**src/rtl/sertx_pkg.sv**
```systemverilog
package sertx_pkg;
    typedef enum logic [1:0] {
        ST_OFF   = 2'd0,
        ST_SEEK  = 2'd1,
        ST_LEFT  = 2'd2,
        ST_RIGHT = 2'd3
    } tx_state_e;
endpackage

```
**src/rtl/sertx_edge.sv**
```systemverilog
// Oversamples the bit clock and flags falling edges and word-clock changes.
module sertx_edge (
    input  logic clk_i,
    input  logic rst_ni,
    input  logic bclk_i,
    input  logic wclk_i,
    output logic fall_o,
    output logic word_edge_o
);
    logic bclk_prev;
    logic wclk_last;

    assign fall_o      = bclk_prev & ~bclk_i;
    assign word_edge_o = fall_o & (wclk_i != wclk_last);

    always_ff @(posedge clk_i or negedge rst_ni) begin
        if (!rst_ni) begin
            bclk_prev <= 1'b0;
            wclk_last <= 1'b0;
        end else begin
            bclk_prev <= bclk_i;
            if (fall_o) begin
                wclk_last <= wclk_i;
            end
        end
    end
endmodule

```
**src/rtl/sertx_fsm.sv**
```systemverilog
// Framing controller: channel state, slot counter and frame-width detection.
module sertx_fsm
    import sertx_pkg::*;
#(
    parameter  int SAMPLE_W    = 24,
    parameter  int NARROW_W    = 16,
    parameter  int NARROW_HALF = 16,
    parameter  int MAX_HALF    = 64,
    localparam int CNT_W       = $clog2(MAX_HALF + 1)
) (
    input  logic             clk_i,
    input  logic             rst_ni,
    input  logic             fall_i,
    input  logic             word_edge_i,
    input  logic             wclk_i,
    input  logic             fmt_i,
    input  logic             pwrdn_i,
    output tx_state_e        state_o,
    output logic [CNT_W-1:0] slot_o,
    output logic             narrow_o,
    output logic             lead_left_o,
    output logic             chan_left_o,
    output logic             emit_o,
    output logic             tail_en_o,
    output logic             update_o
);
    localparam logic [CNT_W-1:0] SAT     = CNT_W'(MAX_HALF);
    localparam logic [CNT_W-1:0] NH_LAST = CNT_W'(NARROW_HALF - 1);
    localparam logic [CNT_W-1:0] WIN_W   = CNT_W'(SAMPLE_W);
    localparam logic [CNT_W-1:0] WIN_N   = CNT_W'(NARROW_W);

    tx_state_e        state_q, state_d;
    logic [CNT_W-1:0] idx_q;
    logic             narrow_q, narrow_d;
    logic             left_lvl;

    assign left_lvl = fmt_i ? ~wclk_i : wclk_i;

    // next-state logic
    always_comb begin
        state_d = state_q;
        if (pwrdn_i) begin
            state_d = ST_OFF;
        end else begin
            unique case (state_q)
                ST_OFF:   state_d = ST_SEEK;
                ST_SEEK:  if (word_edge_i && left_lvl) state_d = ST_LEFT;
                ST_LEFT,
                ST_RIGHT: if (word_edge_i) state_d = left_lvl ? ST_LEFT : ST_RIGHT;
            endcase
        end
    end

    // state register
    always_ff @(posedge clk_i or negedge rst_ni) begin
        if (!rst_ni) begin
            state_q <= ST_SEEK;
        end else begin
            state_q <= state_d;
        end
    end

    // slot counter and width detection
    always_ff @(posedge clk_i or negedge rst_ni) begin
        if (!rst_ni) begin
            idx_q    <= '0;
            narrow_q <= 1'b0;
        end else if (pwrdn_i) begin
            idx_q    <= '0;
            narrow_q <= 1'b0;
        end else if (fall_i) begin
            if (word_edge_i) begin
                idx_q    <= '0;
                narrow_q <= narrow_d;
            end else if (idx_q != SAT) begin
                idx_q <= idx_q + 1'b1;
            end
        end
    end

    // outputs
    always_comb begin
        narrow_d    = word_edge_i ? (idx_q == NH_LAST) : narrow_q;
        narrow_o    = narrow_d;
        slot_o      = word_edge_i ? '0 : ((idx_q == SAT) ? idx_q : idx_q + 1'b1);
        update_o    = fall_i & ~pwrdn_i;
        chan_left_o = (state_d == ST_LEFT);
        emit_o      = (state_d == ST_LEFT) || (state_d == ST_RIGHT);
        lead_left_o = word_edge_i & left_lvl & (state_d == ST_LEFT);
        tail_en_o   = word_edge_i & fmt_i & (idx_q < (narrow_d ? WIN_N : WIN_W));
        state_o     = state_q;
    end
endmodule

```
**src/rtl/sertx_bitsel.sv**
```systemverilog
// Picks the bit for one slot from the sample word and the framing options.
module sertx_bitsel #(
    parameter int SAMPLE_W = 24,
    parameter int NARROW_W = 16,
    parameter int CNT_W    = 7
) (
    input  logic [SAMPLE_W-1:0] word_i,
    input  logic [CNT_W-1:0]    slot_i,
    input  logic                fmt_i,
    input  logic                narrow_i,
    input  logic                tail_en_i,
    input  logic                tail_bit_i,
    output logic                bit_o
);
    logic [CNT_W-1:0]    pos;
    logic [CNT_W-1:0]    win;
    logic [SAMPLE_W-1:0] sh;

    always_comb begin
        win = narrow_i ? CNT_W'(NARROW_W) : CNT_W'(SAMPLE_W);
        pos = slot_i - CNT_W'(fmt_i);
        sh  = word_i << pos;
        if (fmt_i && (slot_i == '0)) begin
            bit_o = tail_en_i & tail_bit_i;
        end else if (pos < win) begin
            bit_o = sh[SAMPLE_W-1];
        end else begin
            bit_o = 1'b0;
        end
    end
endmodule

```
**src/rtl/serial_audio_tx.sv**
```systemverilog
module serial_audio_tx
    import sertx_pkg::*;
#(
    parameter int SAMPLE_W    = 24,
    parameter int NARROW_W    = 16,
    parameter int NARROW_HALF = 16,
    parameter int MAX_HALF    = 64
) (
    input  logic                clk_i,
    input  logic                rst_ni,
    input  logic                load_i,
    input  logic [SAMPLE_W-1:0] left_i,
    input  logic [SAMPLE_W-1:0] right_i,
    input  logic                bclk_i,
    input  logic                wclk_i,
    input  logic                fmt_i,
    input  logic                pwrdn_i,
    output logic                sdata_o
);
    localparam int CNT_W   = $clog2(MAX_HALF + 1);
    localparam int TAIL_LO = SAMPLE_W - NARROW_W;

    logic                fall, word_edge;
    tx_state_e           fsm_state;
    logic [CNT_W-1:0]    slot;
    logic                narrow, lead_left, chan_left, emit, tail_en, update;
    logic [SAMPLE_W-1:0] hold_l, hold_r, act_l, act_r;
    logic [SAMPLE_W-1:0] word_sel, prev_word;
    logic                tail_bit, next_bit, sd_q;

    sertx_edge u_edge (
        .clk_i       (clk_i),
        .rst_ni      (rst_ni),
        .bclk_i      (bclk_i),
        .wclk_i      (wclk_i),
        .fall_o      (fall),
        .word_edge_o (word_edge)
    );

    sertx_fsm #(
        .SAMPLE_W    (SAMPLE_W),
        .NARROW_W    (NARROW_W),
        .NARROW_HALF (NARROW_HALF),
        .MAX_HALF    (MAX_HALF)
    ) u_fsm (
        .clk_i       (clk_i),
        .rst_ni      (rst_ni),
        .fall_i      (fall),
        .word_edge_i (word_edge),
        .wclk_i      (wclk_i),
        .fmt_i       (fmt_i),
        .pwrdn_i     (pwrdn_i),
        .state_o     (fsm_state),
        .slot_o      (slot),
        .narrow_o    (narrow),
        .lead_left_o (lead_left),
        .chan_left_o (chan_left),
        .emit_o      (emit),
        .tail_en_o   (tail_en),
        .update_o    (update)
    );

    always_comb begin
        word_sel  = chan_left ? (lead_left ? hold_l : act_l) : act_r;
        prev_word = chan_left ? act_r : act_l;
        tail_bit  = narrow ? prev_word[TAIL_LO] : prev_word[0];
    end

    sertx_bitsel #(
        .SAMPLE_W (SAMPLE_W),
        .NARROW_W (NARROW_W),
        .CNT_W    (CNT_W)
    ) u_bitsel (
        .word_i     (word_sel),
        .slot_i     (slot),
        .fmt_i      (fmt_i),
        .narrow_i   (narrow),
        .tail_en_i  (tail_en),
        .tail_bit_i (tail_bit),
        .bit_o      (next_bit)
    );

    // holding pair written from the parallel port
    always_ff @(posedge clk_i or negedge rst_ni) begin
        if (!rst_ni) begin
            hold_l <= '0;
            hold_r <= '0;
        end else if (load_i) begin
            hold_l <= left_i;
            hold_r <= right_i;
        end
    end

    // active pair and output bit
    always_ff @(posedge clk_i or negedge rst_ni) begin
        if (!rst_ni) begin
            act_l <= '0;
            act_r <= '0;
            sd_q  <= 1'b0;
        end else if (pwrdn_i) begin
            act_l <= '0;
            act_r <= '0;
            sd_q  <= 1'b0;
        end else if (update) begin
            if (lead_left) begin
                act_l <= hold_l;
                act_r <= hold_r;
            end
            sd_q <= emit ? next_bit : 1'b0;
        end
    end

    assign sdata_o = sd_q & ~pwrdn_i;
endmodule

```
**config.mk**
```make
export PLATFORM = sky130hd
export DESIGN_NAME = serial_audio_tx
export DESIGN_NICKNAME = d
export VERILOG_FILES = /design/src/rtl/sertx_pkg.sv /design/src/rtl/sertx_edge.sv /design/src/rtl/sertx_fsm.sv /design/src/rtl/sertx_bitsel.sv /design/src/rtl/serial_audio_tx.sv
export SDC_FILE = /design/constraint.sdc
export NUM_CORES = 1
export LEC_CHECK = 0
export BUFFER_PORTS_ARGS = -buffer_cell sky130_fd_sc_hd__clkbuf_2
export CORE_UTILIZATION = 35
export DETAILED_ROUTE_END_ITERATION = 7
export GPL_ROUTABILITY_DRIVEN = 0
export PLACE_DENSITY = 0.52
export RECOVER_POWER = 100
export SLEW_MARGIN = 10
export SYNTH_ARGS = -nofsm -noshare
export SYNTH_HDL_FRONTEND = slang
export SYNTH_HIERARCHICAL = 1
export SYNTH_SLANG_ARGS = --single-unit
```
**constraint.sdc**
```tcl
create_clock -name clk_i -period 4.3 [get_ports clk_i]
set_clock_uncertainty 0.1 [all_clocks]
set_input_delay 0.86 -clock clk_i [delete_from_list [all_inputs] [get_ports clk_i]]
set_output_delay 0.86 -clock clk_i [all_outputs]
set_load 0.02 [all_outputs]
```
==> run metrics, run 1 <==
outcome=complete, but fails checks; failing checks=capacitance limit, slew limit; Fin. Hold Viols=0; first-pass GRT wire length=22000 um; crit share post-route=0.909; CTS Sinks=109; crit path max fanout=7; CP Launch Type=flop; Via density=5.25; Residual DRC=0; Pins Over Slew Limit=67; share of cells above drive strength 1=0.320; Routed Wire Length=13300 um; CTS tree=done; CP required=4.41 ns; mux share of post-synthesis cell area=0.171; post_cts resized=0; die area=about 17000 um^2; Max H-tree Level=3; Root Buffer=clkbuf_16; clock transition at the registers of the reported paths=0.07 ns; Pleak=2.70 nW; hold depth=1; max-cap violation count=1; core region area=around 17000 um^2; fillers=~1600; row count=47; nature of the critical path endpoint=flop; Final Critical Period=3.91 ns; R2R depth=16; Synth Area in Adders=0.00845; hpwl dp=9050 um; Critical Path AT=4.02 ns; # IOs=56; ant diodes=0; sequential element share of the synthesized area=0.461; unrepaired setup endpoints after global routing=no; FF+latch count, synth=approximately 110; first-pass iteration count of the detailed router=5; Mapped Avg Cell Area=10.8 um^2; Die H=roughly 130 um; multi-input logic area=2890 um^2; Layout Nets=635; fin cells=around 800; largest family of logic cells by synthesized area=compound AO/OA/AOI/OAI gates; Synth warnings=6; Total GRT Usage=0.160; placed cells=roughly 790; final setup vio count=0; antenna violation net count after detailed routing=0; number of flops mapped to enable cells by yosys=0; area grow syn2layout=11.7%; Crit. Startpoint=u_fsm/idx_q[0]$_DFFE_PN0P_; Total Power=2.18 mW; clk buf depth=2; Top FF cell, synth=dfrtp_1; number of setup buffers added after CTS=0; Fin Setup TNS=0 ns; largest net degree at the start of global routing=99; Synth Area in Compound Gates=0.175; via count=4205; IO buf count=55; Least-Margin Pin Slew=1.66 ns; Synth Area in XOR/XNOR=0.0209; Worst Hold Class=flop to flop; DR iter-0 viols=~270; Mapped Cells=546; post-synth cell types=a little under 50; worst skew pair latency=between 0.3 and 0.4 ns; number of global-route vias before repair=4111; effective utilization at floorplan=0.358; Setup Crit Path Kind=flop to flop; Post-synth ARST share=1.00; HP Start=hold_r[13]$_DFFE_PN0P_; Netlist Area Pre-Place=between 5000 and 6000 um^2; worst rel slew slack=-0.107; worst r2r src=u_fsm/idx_q[0]$_DFFE_PN0P_; pwr/cell area=about 330 nW/um^2; Reg area=about 2700 um^2; maximum VDD drop=0.190 mV; Max Freq=0.256 GHz; initial antenna violation count=0; routed len/inst=16.6 um; simple-gate share of the synthesized area=0.113; fin util=0.400; # hold bufs at CTS=0; Die Width=around 130 um; global route overflow=0; Mapped Nets=605; CTS buffer count=9
[final cells by class]
| class | instances | area share |
|---|---|---|
| Multi-Input combinational cell | 381 | 0.437 |
| Sequential cell | 109 | 0.413 |
| Timing Repair Buffer | 67 | 0.0596 |
| Tap cell | 220 | 0.0416 |
| Clock buffer | 10 | 0.0361 |
| Clock inverter | 6 | 0.00871 |
| Inverter | 8 | 0.00454 |
[cell families (layout without fill, tap and decap cells)]
kind of cell,after synthesis,count (layout)
AOI/OAI and AO/OA,149,149
xor gates and xnor gates,12,12
adders and majority gates,4,4
buffers and inverters,56,91
DFF,109,109
muxes,85,85
and+or+nand+nor,131,131
[Yosys cell counts, drive strengths merged, types with 2 or more instances]
cell type / instances / share of area
a31oi: 5 / 0.0053
ha: 4 / 0.0085
nand2: 7 / 0.0044
a21bo: 48 / 0.081
mux2: 50 / 0.096
clkbuf: 13 / 0.0082
dfrtp: 108 / 0.46
and2: 3 / 0.0034
xnor2: 6 / 0.0089
o21ai: 4 / 0.0034
nor3b: 2 / 0.0025
nor2b: 3 / 0.0044
a21oi: 81 / 0.069
inv: 8 / 0.0051
nand2b: 4 / 0.0042
or3: 3 / 0.0034
nor4bb: 2 / 0.0059
xor2: 6 / 0.012
o31ai: 2 / 0.0025
buf: 35 / 0.037
or2: 2 / 0.0021
nor4: 3 / 0.0032
a211o: 2 / 0.0030
mux2i: 28 / 0.047
mux4: 7 / 0.028
nor2: 39 / 0.025
o32ai: 2 / 0.0030
nand3b: 2 / 0.0025
nor3: 3 / 0.0025
nand3: 56 / 0.047
[path summary, 6_finish.rpt]
check	to	slack, ns
max	sd_q$_DFFE_PN0P_	0.39
max in group asynchronous	act_r[4]$_DFFE_PN0P_	1.37
min in group asynchronous	hold_l[13]$_DFFE_PN0P_	0.84
max reg2reg	sd_q$_DFFE_PN0P_	0.39
min	hold_r[13]$_DFFE_PN0P_	0.41
min reg2reg	hold_r[13]$_DFFE_PN0P_	0.41
[registers in the layout, summed over array words and instances (netlist names)]
name / count
act_r: 24
u_fsm/idx_q: 7
act_l: 24
u_edge/wclk_last: 1
sd_q: 1
u_fsm/state_o: 2
hold_r: 24
u_edge/bclk_prev: 1
u_fsm/narrow_q: 1
hold_l: 24
[through the flow]
step	cell area [um^2]	worst slack [ns]	hold slack, ns
after floorplan	5920	0.457	0.368
after CTS	6660	0.461	0.410
after global placement	6370	0.432	0.391
after detailed placement	6370	0.385	0.397
after global routing	6610	0.123	0.428
final	6610	0.391	0.413
[worst max-delay path, stage by stage (launching register included)]
cell and delay (ns):
dfrtp_1 0.43, inv_1 0.13, ha_1 0.17, nor4bb_4 0.21, and2_0 0.45, xnor2_1 0.17
nor2_1 0.08, inv_1 0.06, ha_1 0.24, ha_1 0.35, xor2_4 0.26, mux4_1 0.60
nand3_1 0.10, o311ai_1 0.09, o22a_1 0.16, nand3_1 0.08, a21oi_1 0.07
[power by group]
group          total (mW)  switching [mW]  internal (mW)
sequential           1.12          0.0408           1.07
combinational       0.228           0.121          0.107
clock               0.832           0.412          0.421
[layout by cell type (no fill, tap or decap), drive strengths merged, types with 2 or more instances in the layout]
master	count
nand3	56
xnor2	6
clkinv	3
mux4	7
nand2b	4
o32ai	2
a21bo	48
a31oi	5
nor4bb	2
nor3b	2
buf	7
nand2	7
nor2	39
and2	3
xor2	6
o31ai	2
a211o	2
ha	4
clkbuf	70
nor2b	3
a21oi	81
nand3b	2
mux2i	28
o21ai	4
dfrtp	108
or2	2
inv	10
mux2	50
or3	3
nor4	3
nor3	3
[per-layer routing]
layer,track usage,part of all wire
met2,0.258,0.49
met1,0.215,0.47
met3,0.0331,0.034
met5,0,0
met4,0.0491,0.0086
Note: power is estimated with default switching activity, not from simulation.
==> run 2: changes to the inputs <==
Settings changed: BUFFER_PORTS_ARGS -buffer_cell sky130_fd_sc_hd__clkbuf_2 to -buffer_cell sky130_fd_sc_hd__buf_4.
==> run 2 against run 1 <==
Against the previous run:
- the run still ends with capacitance limit, slew limit left
- worst hold slack got worse by 0.0032 ns
- routed wire length rose by 0.43%
- register-to-register slack got worse by 0.04 ns
- critical path type unchanged
- highest routed layer unchanged
==> run metrics, run 2 (synthesized netlist as in run 1, its figures left out) <==
Setup WS pre-CTS=0.261 ns (-0.124 ns); clock transition at the registers of the reported paths=0.08 ns (about the same); Final Critical Period=3.95 ns (+0.0443 ns); worst r2r src=u_fsm/idx_q[0]$_DFFE_PN0P_; Via density=5.21 (-0.68%); CTS Sinks=109 (unchanged); Pleak=2.74 nW (+1.6%); antenna violation net count after detailed routing=0 (unchanged); Least-Margin Pin Slew=2.54 ns (+0.882 ns); first-pass iteration count of the detailed router=4 (-1); most frequent cells in the layout=dfrtp_1, a21oi_1, nand3_1, buf_4, mux2_2; effective utilization at floorplan=0.358 (unchanged); slowest stage delay, CP=0.58 ns (-0.02 ns); Residual DRC=0 (unchanged); worst skew pair latency=0.36 ns (about the same); Net Sw Frac=0.251 (-0.0127); Reg power frac=0.485 (-0.028); maximum VDD drop=0.212 mV (+11%); Crit path buffers/inverters=2 (unchanged); CP most frequent cell=ha_1; reg2reg end=sd_q$_DFFE_PN0P_; failing checks=capacitance limit, slew limit; R2R Setup Slk=0.35 ns (-0.04 ns); CP required=4.41 ns (about the same); Clock Power Share=0.410 (+0.027); Die Width=132 um (unchanged); crit path cell chain=inv_1, ha_1, nor4bb_4, and2_0, xnor2_1, nor2_1, inv_1, ha_1, ha_1, xor2_4, mux4_1, nand3b_1, o311ai_1, o22a_1, nand3_1, a21oi_1; share of cells above drive strength 1=0.320 (-0.000621); pwr/cell area=339 nW/um^2 (+3.1%); Setup Crit Path Kind=flop to flop; via count=4166 (-0.93%); final setup vio count=0 (unchanged); CP max-delay cell=mux4_1; Root Buffer=clkbuf_16; Int Power=1.72 mW (+7.5%); row count=47 (unchanged); HP Start=hold_r[14]$_DFFE_PN0P_; Total GRT Usage=0.164 (+0.00420); die area=17400 um^2 (unchanged); CTS tree=done; post_cts resized=0 (unchanged); number of global-route vias before repair=4229 (+2.9%); Max H-tree Level=3 (unchanged); max-cap violation count=2 (+1); worst rel slew slack=-0.695 (-0.588); Worst Hold Class=flop to flop; Fin. Hold Viols=0 (unchanged); setup ws final=0.347 ns (-0.0443 ns); Fin Setup TNS=0 ns (unchanged); number of setup buffers added after CTS=0 (unchanged); Max Freq=0.253 GHz (-1.1%); crit path max fanout=7 (unchanged); R2R depth=16 (unchanged); IO buf count=55 (unchanged); nature of the critical path endpoint=flop; largest net degree at the start of global routing=80 (-19%); NetSw=577 uW (+0.57%); hpwl dp=9020 um (-0.30%); ant diodes=0 (unchanged); combinational share of power=0.105 (about the same); WHS Endpoint=hold_r[14]$_DFFE_PN0P_; crit share post-route=0.919 (+0.0103); DR iter-0 viols=338 (+27%); area grow syn2layout=14.4%; outcome=complete, but fails checks; Layout Nets=633 (-0.31%); Pins Over Slew Limit=80 (+19%); CP Launch Type=flop; Fin Hold WS=0.410 ns (-0.00320 ns); # IOs=56 (unchanged); global route overflow=0 (unchanged); Critical Path AT=4.07 ns (+0.05 ns); initial antenna violation count=0 (unchanged); most common cell after layout, fill and taps aside=dfrtp_1; fillers=1603 (+0.25%); CTS buffer count=9 (unchanged); Die H=132 um (unchanged); core region area=16500 um^2 (unchanged); routed len/inst=16.7 um (+0.68%); clk buf depth=2 (unchanged); post-route cell area=6770 um^2 (+2.5%); first-pass GRT wire length=22500 um (+2.4%); hold depth=1 (unchanged); # hold bufs at CTS=0 (unchanged); unrepaired setup endpoints after global routing=no; Area after DPL=6490 um^2 (+1.9%); Routed Wire Length=13400 um (+0.43%); Worst path top cell family by delay=simple AND/OR/NAND/NOR gates
[run 2: power groups by stage]
stage	Combinational, mW	Sequential, mW	Clock, mW
after floorplan	0.155	1.12	0
after global placement	0.242	1.13	0
after detailed placement	0.246	1.14	0
after CTS	0.247	1.12	0.980
after global routing	0.266	1.12	1.02
final	0.241	1.11	0.942
[run 2: worst max path at each step]
stage | from | endpoint | slack (ns) | depth (start not counted)
global placement | bclk_i | sd_q$_DFFE_PN0P_ | 0.37 | 15
finish | u_fsm/idx_q[0]$_DFFE_PN0P_ | sd_q$_DFFE_PN0P_ | 0.35 | 16
global route | bclk_i | sd_q$_DFFE_PN0P_ | 0.16 | 15
detailed placement | bclk_i | sd_q$_DFFE_PN0P_ | 0.26 | 15
CTS | u_fsm/idx_q[0]$_DFFE_PN0P_ | sd_q$_DFFE_PN0P_ | 0.48 | 16
floorplan | bclk_i | sd_q$_DFFE_PN0P_ | 0.46 | 15
[run 2: layout make-up]
| class | count | area (um^2) | area share |
|---|---|---|---|
| inverters | 8 | 30.0 | 0.00443 |
| clock buffers | 9 | 225 | 0.0332 |
| multi-input cells | 381 | 2890 | 0.427 |
| flip-flops and latches | 109 | 2730 | 0.403 |
| clock inverters | 7 | 116 | 0.0172 |
| repair buffers | 65 | 505 | 0.0746 |
| well taps | 220 | 275 | 0.0406 |
[run 2: worst register-to-register path: stages (launching register included)]
cell	delay (ns)
dfrtp_1	0.44
inv_1	0.14
ha_1	0.17
nor4bb_4	0.20
and2_0	0.46
xnor2_1	0.20
nor2_1	0.08
inv_1	0.07
ha_1	0.22
ha_1	0.35
xor2_4	0.26
mux4_1	0.58
nand3b_1	0.10
o311ai_1	0.11
o22a_1	0.17
nand3_1	0.07
a21oi_1	0.08
[run 2: metrics by stage]
stage                     power [mW]  instances  utilization
after floorplan                 1.27        546            -
after global placement          1.38        783        0.393
after detailed placement        1.38        783        0.393
after CTS                       2.34        799        0.413
after global routing            2.41        799        0.410
final                           2.30        799        0.410
[run 2: layer usage]
layer | GRT usage | vias to the layer above | share of wire
met5 | 0 | - | 0
met4 | 0.0491 | 0 | 0.010
met3 | 0.0381 | 9 | 0.033
met2 | 0.271 | 67 | 0.49
met1 | 0.214 | 2067 | 0.47
li1 | - | 2023 | -
